===== config.mk =====
export PLATFORM = sky130hd
export DESIGN_NAME = ep_buf_tracker
export DESIGN_NICKNAME = d
export VERILOG_FILES = /design/src/rtl/ebt_pkg.sv /design/src/rtl/ebt_ctrl.sv /design/src/rtl/ebt_dpath.sv /design/src/rtl/ep_buf_tracker.sv
export SDC_FILE = /design/constraint.sdc
export NUM_CORES = 1
export LEC_CHECK = 0
export ABC_AREA = 1
export CAP_MARGIN = 30
export CORE_AREA = 5 5 50 52
export CTS_BUF_LIST = sky130_fd_sc_hd__clkbuf_8
export DETAILED_ROUTE_END_ITERATION = 8
export DIE_AREA = 0 0 55 57
export PLACE_DENSITY = 0.85
export RECOVER_POWER = 100
export SETUP_SLACK_MARGIN = 0.4
export SYNTH_ARGS = -nofsm -noshare
export SYNTH_HDL_FRONTEND = slang
export SYNTH_HIERARCHICAL = 1
export SYNTH_SLANG_ARGS = --single-unit

===== constraint.sdc =====
create_clock -name clk -period 1 [get_ports clk]
set_input_delay 0.25 -clock clk [delete_from_list [all_inputs] [get_ports clk]]
set_output_delay 0.25 -clock clk [all_outputs]
set_load 0.01 [all_outputs]

===== src/rtl/ebt_pkg.sv =====
package ebt_pkg;
  localparam logic [7:0] OP_VALIDATE = 8'hFA;
  localparam logic [7:0] OP_CLR_BUF  = 8'hF2;
  localparam logic [7:0] OP_SEL_CLR  = 8'h40;

  typedef struct packed {
    logic setupEv;
    logic outEv;
    logic valid0;
    logic clrBuf0;
    logic clrBufOther;
    logic selClr0;
  } ebt_strobe_t;
endpackage


===== src/rtl/ebt_ctrl.sv =====
module ebt_ctrl
  import ebt_pkg::*;
#(
  parameter int NUM_EP   = 4,
  parameter int EP_IDX_W = 4
) (
  input  logic                cmdValid,
  input  logic [7:0]          cmdOp,
  input  logic [EP_IDX_W-1:0] cmdEp,
  input  logic                setupRx,
  input  logic                outRx,
  input  logic                inTok,
  input  logic [EP_IDX_W-1:0] inTokEp,
  input  logic                inSent,
  input  logic [EP_IDX_W-1:0] inSentEp,
  output ebt_strobe_t         strb,
  output logic [NUM_EP-1:0]   validVec,
  output logic [NUM_EP-1:0]   sentVec,
  output logic [NUM_EP-1:0]   tokVec
);
  localparam logic [EP_IDX_W:0] EP_LIMIT = (EP_IDX_W+1)'(NUM_EP);

  logic cmdOk;
  logic cmdIsZero;

  // Realized-endpoint filter: indices at or above NUM_EP never decode.
  assign cmdOk     = cmdValid && ({1'b0, cmdEp} < EP_LIMIT);
  assign cmdIsZero = (cmdEp == '0);

  for (genvar g = 0; g < NUM_EP; g++) begin : g_dec
    assign validVec[g] = cmdOk && (cmdOp == OP_VALIDATE) && (cmdEp == EP_IDX_W'(g));
    assign sentVec[g]  = inSent && (inSentEp == EP_IDX_W'(g));
    assign tokVec[g]   = inTok && (inTokEp == EP_IDX_W'(g));
  end

  always_comb begin
    strb.setupEv     = setupRx;
    strb.outEv       = outRx;
    strb.valid0      = validVec[0];
    strb.clrBuf0     = cmdOk && (cmdOp == OP_CLR_BUF) && cmdIsZero;
    strb.clrBufOther = cmdOk && (cmdOp == OP_CLR_BUF) && !cmdIsZero;
    strb.selClr0     = cmdOk && (cmdOp == OP_SEL_CLR) && cmdIsZero;
  end
endmodule


===== src/rtl/ebt_dpath.sv =====
module ebt_dpath
  import ebt_pkg::*;
#(
  parameter int NUM_EP = 4
) (
  input  logic              clk,
  input  logic              rst,
  input  ebt_strobe_t       strb,
  input  logic [NUM_EP-1:0] validVec,
  input  logic [NUM_EP-1:0] sentVec,
  input  logic [NUM_EP-1:0] tokVec,
  output logic              inHasData,
  output logic [NUM_EP-1:0] inFull,
  output logic              setupPending,
  output logic              overwritten,
  output logic              rdValid,
  output logic [7:0]        rdStatus
);
  logic outHeld;

  for (genvar g = 0; g < NUM_EP; g++) begin : g_buf
    logic fullQ;
    if (g == 0) begin : g_ctl
      always_ff @(posedge clk) begin
        if (rst)                                                fullQ <= 1'b0;
        else if (strb.setupEv)                                  fullQ <= 1'b0;
        else if (validVec[0] && !setupPending && !overwritten)  fullQ <= 1'b1;
        else if (sentVec[0])                                    fullQ <= 1'b0;
      end
      // SETUP cancels the control IN buffer
      a_r6_setup_cancels: assert property (@(posedge clk) disable iff (rst)
        strb.setupEv |=> !inFull[0]);
      // refused validate leaves the flag low
      a_r5_refuse: assert property (@(posedge clk) disable iff (rst)
        (validVec[0] && (setupPending || overwritten) && !inFull[0]) |=> !inFull[0]);
    end else begin : g_std
      always_ff @(posedge clk) begin
        if (rst)              fullQ <= 1'b0;
        else if (validVec[g]) fullQ <= 1'b1;
        else if (sentVec[g])  fullQ <= 1'b0;
      end
      // validate sets an ordinary IN buffer
      a_r2_validate_sets: assert property (@(posedge clk) disable iff (rst)
        validVec[g] |=> inFull[g]);
      // send clears when no validate competes
      a_r4_sent_clears: assert property (@(posedge clk) disable iff (rst)
        (sentVec[g] && !validVec[g]) |=> !inFull[g]);
    end
    assign inFull[g] = fullQ;
  end

  assign inHasData = |(tokVec & inFull);

  always_ff @(posedge clk) begin
    if (rst) begin
      setupPending <= 1'b0;
      outHeld      <= 1'b0;
      overwritten  <= 1'b0;
      rdValid      <= 1'b0;
      rdStatus     <= 8'h00;
    end else begin
      if (strb.setupEv)      setupPending <= 1'b1;
      else if (strb.clrBuf0) setupPending <= 1'b0;

      if (strb.setupEv || strb.outEv) outHeld <= 1'b1;
      else if (strb.clrBuf0)          outHeld <= 1'b0;

      if (strb.setupEv && outHeld) overwritten <= 1'b1;
      else if (strb.selClr0)       overwritten <= 1'b0;

      rdValid  <= strb.clrBuf0 || strb.clrBufOther;
      rdStatus <= {7'b0, strb.clrBuf0 ? overwritten : 1'b0};
    end
  end

  // SETUP raises the pending flag
  a_r7_setup_pending: assert property (@(posedge clk) disable iff (rst)
    strb.setupEv |=> setupPending);
  // select/clear drops the overwritten flag when no SETUP competes
  a_r9_selclr: assert property (@(posedge clk) disable iff (rst)
    (strb.selClr0 && !strb.setupEv) |=> !overwritten);
  // reserved status bits stay zero
  a_r10_reserved_zero: assert property (@(posedge clk) disable iff (rst)
    rdValid |-> (rdStatus[7:1] == 7'b0));
  // reset clears the flags
  a_r1_reset: assert property (@(posedge clk)
    rst |=> (inFull == '0 && !setupPending && !overwritten && !rdValid));
endmodule


===== src/rtl/ep_buf_tracker.sv =====
module ep_buf_tracker
  import ebt_pkg::*;
#(
  parameter int NUM_EP   = 4,
  parameter int EP_IDX_W = 4
) (
  input  logic                clk,
  input  logic                rst,
  input  logic                cmdValid,
  input  logic [7:0]          cmdOp,
  input  logic [EP_IDX_W-1:0] cmdEp,
  input  logic                setupRx,
  input  logic                outRx,
  input  logic                inTok,
  input  logic [EP_IDX_W-1:0] inTokEp,
  input  logic                inSent,
  input  logic [EP_IDX_W-1:0] inSentEp,
  output logic                inHasData,
  output logic [NUM_EP-1:0]   inFull,
  output logic                setupPending,
  output logic                overwritten,
  output logic                rdValid,
  output logic [7:0]          rdStatus
);
  ebt_strobe_t       strb;
  logic [NUM_EP-1:0] validVec;
  logic [NUM_EP-1:0] sentVec;
  logic [NUM_EP-1:0] tokVec;

  ebt_ctrl #(.NUM_EP(NUM_EP), .EP_IDX_W(EP_IDX_W)) u_ctrl (
    .cmdValid(cmdValid), .cmdOp(cmdOp), .cmdEp(cmdEp),
    .setupRx(setupRx), .outRx(outRx),
    .inTok(inTok), .inTokEp(inTokEp),
    .inSent(inSent), .inSentEp(inSentEp),
    .strb(strb), .validVec(validVec), .sentVec(sentVec), .tokVec(tokVec)
  );

  ebt_dpath #(.NUM_EP(NUM_EP)) u_dpath (
    .clk(clk), .rst(rst), .strb(strb),
    .validVec(validVec), .sentVec(sentVec), .tokVec(tokVec),
    .inHasData(inHasData), .inFull(inFull),
    .setupPending(setupPending), .overwritten(overwritten),
    .rdValid(rdValid), .rdStatus(rdStatus)
  );
endmodule


==> metrics.yaml, run 1 <==
grt_usage: 0.174
worstPathArrival_ns: 1.05
nets: 186
synthMuxAreaShare: 0
syn_area_um2: 717
rsz0062_at_grt: "true"
reg2reg_depth: 4
drcViolationCount: 0
cts_tree: "built"
cp-start-kind: "primary input"
synth_compound_area_frac: 0.0593
violations: "negative setup slack"
drv_slew: 0
worstSetupEndpointType: "output port"
r2r_slack_ns: 0.23
die_w_um: 55
hold_depth: 5
clk_pin_slew_worst_paths_ns: 0.04
final.min_clock_period_ns: 1.30
cp_max_fo: 3
io_buffers: 35
layout-drive-gt1-share: 0.671
ctsHoldBuffers: 0
min_to: "u_dpath/g_buf[1].fullQ$_SDFFE_PP0P_"
grt_max_degree: 6
worst_slack_ns: -0.295
vdd.ir_drop.worst_uv: 796
synthToLayoutAreaGrowth_pct: 98.4
synth-simple-area-share: 0.412
finalHoldViolCount: 0
ios: 43
synth-xor-area-share: 0
min_path_type: "in2reg"
multiInputGateArea_um2: 603
yosysWarnings: 6
cts_root_buf: "clkbuf_8"
viasPerCell: 4.72
die_h_um: 57
htreeDepth: 1
grt_pass1_vias: 1003
synth-seq-cells: 9
p_leak_uw: 0.000636
outcome: "complete, but fails checks"
p_total_uw: 1140
clock-sinks: 9
drt_iter0_drc: 11
crit_buf_inv: 2
initial_core_util: 0.347
grt_pass1_wl_mm: 4.02
hold_ws_ns: 0.410
row_count: 17
critical_path.top_delay_family: "simple AND/OR/NAND/NOR gates"
timing.fmax_mhz: 772
slowest_delay_ns: 0.29
place_congestion: 0.725
synth_top_family_by_area: "simple AND/OR/NAND/NOR gates"
antenna_found_initial: 0
dr.pass1.iters: 4
max_cap_violations: 0
cp_common_cell: "buf_2"
numCtsBuffers: 3
antenna_cells: 0
wirelength_mm: 2.65
dieArea_mm2: 0.00314
crit-reg2reg-launch: "u_dpath/overwritten$_SDFFE_PP0P_"
synthAdderAreaFrac: 0
grt-ovfl-total: 0
num_vias: 878
setup_viol: 1
worstSetupPathType: "in2out"
route.detailed.wl_per_inst_um: 14.2
final_common_cell: "buf_6"
crit_path_top_delay_cell: "nor4_4"
required_ns: 0.75
setup_tns_ns: -0.295
synth.distinct_cells: 20
dp_hpwl_mm: 1.76
reg2reg_to: "u_dpath/g_buf[0].fullQ$_SDFFE_PP0P_"
nFillCells: 177
fin_crit_sh: 1.30
cts_max_path_buffers: 2
cp_cell_sequence: "buf_2 -> nor4_4 -> nand2_1 -> nand4_1 -> buf_2"
syn_inst: 117
hold_path_startpoint: "inSentEp[1]"
skew_ns: 0.00182
avgSynthCellArea_um2: 6.13
core_area_mm2: 0.00206
ant_nets: 0
mostFrequentLayoutCells: "18 x buf_6, 12 x nor2_4, 10 x inv_1, 9 x nand2_1"
worstSkewPairLatency_ns: 0.23
pwr_density_cell_mw_per_mm2: 800
yosysSeqAreaShare: 0.251
layout.area.seq_um2: 185
## where the power goes
group	internal [uW]	switching (uW)	total (uW)
Sequential	369	6.19	375
Clock	267	136	403
Combinational	176	184	360
Total	812	326	1140
## cell families after synthesis
kind of cell | count (synthesis)
flops | 9
buf+inv | 38
simple gates | 62
compound gates | 7
other cells | 1
## timing repair
| item | 4_1_cts | 5_1_grt |
|---|---|---|
| gates resized for setup | 211 | 35 |
| endpoints found under the setup margin | 18 | 18 |
| buffers inserted | 1 | 0 |
| pin swaps | 36 | 23 |
## layout make-up
cell class | count | area share
multi-input combinational | 76 | 0.424
tap | 28 | 0.0246
inverter | 24 | 0.0862
timing repair buffer | 45 | 0.303
clock inverter | 1 | 0.00264
clock buffer | 3 | 0.0290
sequential | 9 | 0.130
## metal layers
| metal | part of all wire | up-vias | wire length, um | global-route usage |
|---|---|---|---|---|
| met1 | 0.30 | 402 | 781 | 0.132 |
| met4 | 0.034 | 0 | 91 | 0.0833 |
| li1 | - | 422 | - | - |
| met2 | 0.60 | 44 | 1590 | 0.355 |
| met3 | 0.067 | 10 | 178 | 0.0574 |
| met5 | 0 | - | 0 | 0 |
## metrics by stage
step	cell area (um2)	setup slack, ns	instances	util
after CTS	1360	-0.292	186	0.661
after floorplan	790	0.0419	123	-
after global routing	1420	-0.449	186	0.690
final	1420	-0.295	186	0.690
after detailed placement	1120	-1.06	181	0.544
after global placement	1120	-0.937	181	0.544
## synth_stat cells
library cell	number	area share
nor3_2	1	0.014
o21ai_2	1	0.012
conb_1	1	0.0052
nand2_2	2	0.017
dfxtp_1	9	0.25
inv_1	22	0.12
nand3_1	6	0.042
nor2_2	3	0.026
nor2_1	20	0.10
nor3_1	4	0.028
nand2_1	17	0.089
nor4_1	4	0.035
nand3b_1	1	0.010
inv_2	2	0.010
buf_4	14	0.15
or2_1	1	0.0087
a21oi_2	1	0.012
a21oi_1	5	0.035
nand4_1	1	0.0087
nand3_2	2	0.028
## how the worst max path moves through the flow
stage | startpoint | end | slack, ns | cells after the start
2_1_floorplan | inTokEp[2] | inHasData | 0.04 | 5
3_3_place_gp | inTok | inHasData | -0.94 | 6
3_5_place_dp | inTokEp[1] | inHasData | -1.06 | 6
4_1_cts | inTokEp[3] | inHasData | -0.29 | 7
5_1_grt | inTokEp[1] | inHasData | -0.45 | 5
6_report | inTokEp[1] | inHasData | -0.30 | 5
## worst min-delay path: cells and delay by family
family,cells,cell delay [ns]
simple gates,2,0.13
compound gates,1,0.06
buf+inv,2,0.16
## registers in the layout, summed over array words and instances (netlist names)
| name | cells |
|---|---|
| u_dpath/g_buf.fullQ | 4 |
| u_dpath/outHeld | 1 |
| u_dpath/overwritten | 1 |
| u_dpath/rdStatus | 1 |
| u_dpath/rdValid | 1 |
| u_dpath/setupPending | 1 |
Power figures use the tool's default switching activity.
==> run 2, diff against run 1 <==
CAP_MARGIN = 20   (was 30)
==> results of run 2 <==
Same layout as run 1: the final DEF is identical, and so are final timing and power.
==> run 3, diff against run 2 <==
CORE_AREA = 5 5 48 50   (was 5 5 50 52)
DIE_AREA = 0 0 53 55   (was 0 0 55 57)
PLACE_DENSITY = 0.92   (was 0.85)
clock period = 1.54 ns   (was 1 ns; I/O delays follow)
==> run 3 against run 2 <==
Hold slack improved by 0.069 ns. Critical path depth rose by 1. Final area fell by 20%. Largest cell class unchanged. Clock-buffer cell count did not move. First-iteration DRC count fell by 18%. The flow now finishes without violations. Setup slack improved by 0.30 ns. Sequential power fell by 35%. Via count fell by 5.1%. Cell count fell by 2.2%. Die area fell by 7.0%. Power fell by 40%.
==> metrics.yaml, run 3 (synthesized netlist as in run 1, its figures left out) <==
p_leak_uw: 0.000509
place_area_mm2: 0.00105
final.min_clock_period_ns: 1.53
hold_ws_ns: 0.479
worstSkewPairLatency_ns: 0.23
cts_root_buf: "clkbuf_8"
route.detailed.wl_per_inst_um: 12.6
reg2reg_to: "u_dpath/g_buf[0].fullQ$_SDFFE_PP0P_"
critical_path.startpoint: "inTokEp[1]"
wirelength_mm: 2.30
crit_end: "inHasData"
timing.fmax_mhz: 652
place_congestion: 0.779
clock-sinks: 9
viasPerCell: 4.58
max_cap_violations: 0
row_count: 16
ios: 43
design_area_mm2: 0.00113
antenna_found_initial: 0
cp.depth: 6
setup_viol: 0
cts_tree: "built"
core_area_mm2: 0.00186
p_int_uw: 487
mostFrequentLayoutCells: "16 x inv_1, 16 x nor2_1, 13 x nand2_1, 9 x clkbuf_2"
largest-register: "u_dpath/g_buf.fullQ"
num_vias: 833
worstSetupEndpointType: "output port"
pwr-share-clk: 0.405
p_total_uw: 678
fin_crit_sh: 0.997
grt_pass1_wl_mm: 3.26
r2r_slack_ns: 0.85
required_ns: 1.15
crit_path_top_delay_cell: "nor4_4"
initial_core_util: 0.385
synthToLayoutAreaGrowth_pct: 58.3
reg2reg_depth: 3
cts_max_path_buffers: 2
vdd.ir_drop.worst_uv: 781
combPwrFrac: 0.238
drt_iter0_drc: 9
crit_buf_inv: 3
cp_max_fo: 3
grt-ovfl-total: 0
seq_power_share: 0.358
antenna_cells: 0
largest_reg_flops: 4
rsz0062_at_grt: "true"
dp_hpwl_mm: 1.57
ant_nets: 0
nets: 183
post-route-util: 0.610
min_path_type: "reg2reg"
drcViolationCount: 0
htreeDepth: 1
critical_path.top_delay_family: "simple AND/OR/NAND/NOR gates"
grt_usage: 0.154
finalHoldViolCount: 0
p_switching_uw: 191
worstSetupPathType: "in2out"
numCtsBuffers: 3
crit-reg2reg-launch: "u_dpath/overwritten$_SDFFE_PP0P_"
pwr_density_cell_mw_per_mm2: 598
grt_max_degree: 8
io_buffers: 35
slowest_delay_ns: 0.22
worstPathArrival_ns: 1.15
die_h_um: 55
grt_pass1_vias: 816
outcome: "finished, final reports clean"
nFillCells: 191
power_switching_share: 0.282
dr.pass1.iters: 4
cp-start-kind: "primary input"
skew_ns: 0.000152
dp.cells: 175
die_w_um: 53
cp_cell_sequence: "buf_4 -> inv_4 -> nor4_4 -> nand2_1 -> nand4_1 -> buf_2"
layout-drive-gt1-share: 0.406
final_cells: 182
dieArea_mm2: 0.00292
clk_pin_slew_worst_paths_ns: 0.04
drv_slew: 0
[run 3: cell count changes in the layout (fill, tap and decap cells not counted), sizes merged]
cell | previous run | this run
buf | 39 | 13
clkbuf | 6 | 19
dlygate4sd2 | 2 | 6
clkdlybuf4s15 | 0 | 3
clkdlybuf4s25 | 0 | 1
clkdlybuf4s50 | 1 | 2
dlygate4sd3 | 0 | 1
[run 3: stage by stage]
| stage | setup TNS (ns) | setup WS, ns |
|---|---|---|
| 4_1_cts | -0.00709 | -0.00709 |
| 2_1_floorplan | 0 | 0.312 |
| 5_1_grt | -0.0487 | -0.0487 |
| 3_5_place_dp | -1.14 | -0.817 |
| 6_report | 0 | 0.00513 |
| 3_3_place_gp | -0.850 | -0.676 |
[run 3: metal layers]
layer / part of all wire / global-route usage
met1: 0.33 / 0.143
met2: 0.57 / 0.300
met3: 0.072 / 0.0322
met4: 0.022 / 0.106
met5: 0 / 0
[run 3: how the worst min path moves through the flow]
| stage | from | endpoint | slack [ns] | depth (start not counted) |
|---|---|---|---|---|
| finish | u_dpath/outHeld$_SDFFE_PP0P_ | u_dpath/overwritten$_SDFFE_PP0P_ | 0.48 | 2 |
| global route | u_dpath/outHeld$_SDFFE_PP0P_ | u_dpath/overwritten$_SDFFE_PP0P_ | 0.48 | 2 |
| CTS | u_dpath/outHeld$_SDFFE_PP0P_ | u_dpath/overwritten$_SDFFE_PP0P_ | 0.47 | 2 |
| detailed placement | u_dpath/setupPending$_SDFFE_PP0P_ | u_dpath/setupPending$_SDFFE_PP0P_ | 0.47 | 2 |
| global placement | u_dpath/outHeld$_SDFFE_PP0P_ | u_dpath/overwritten$_SDFFE_PP0P_ | 0.46 | 2 |
| floorplan | u_dpath/outHeld$_SDFFE_PP0P_ | u_dpath/outHeld$_SDFFE_PP0P_ | 0.45 | 2 |
[run 3: power groups by stage]
stage / Sequential (uW) / Combinational (uW) / Clock, uW
global placement: 248 / 147 / 0
detailed placement: 249 / 153 / 0
floorplan: 250 / 69.0 / 0
finish: 243 / 161 / 274
CTS: 245 / 149 / 276
global route: 242 / 175 / 302
[run 3: layout make-up]
type	instances	area [um2]	area share
inverter	24	100	0.0882
multi-input combinational	76	457	0.402
sequential	9	188	0.165
timing repair buffer	42	312	0.275
clock buffer	3	41.3	0.0364
clock inverter	1	3.75	0.00331
tap	27	33.8	0.0298
[run 3: worst register-to-register path: stages (launching register included)]
cell	delay [ns]
dfxtp_2	0.32
nor2_1	0.11
nand2_1	0.07
a21oi_2	0.11
[run 3: timing repair]
| item | CTS | global route |
|---|---|---|
| resized for setup | 103 | 42 |
| hold buffers | 0 | 0 |
| pin swaps | 21 | 20 |
| buffers inserted | 1 | 2 |
| hold endpoints to repair | 0 | 0 |
| setup endpoints to repair | 18 | 12 |
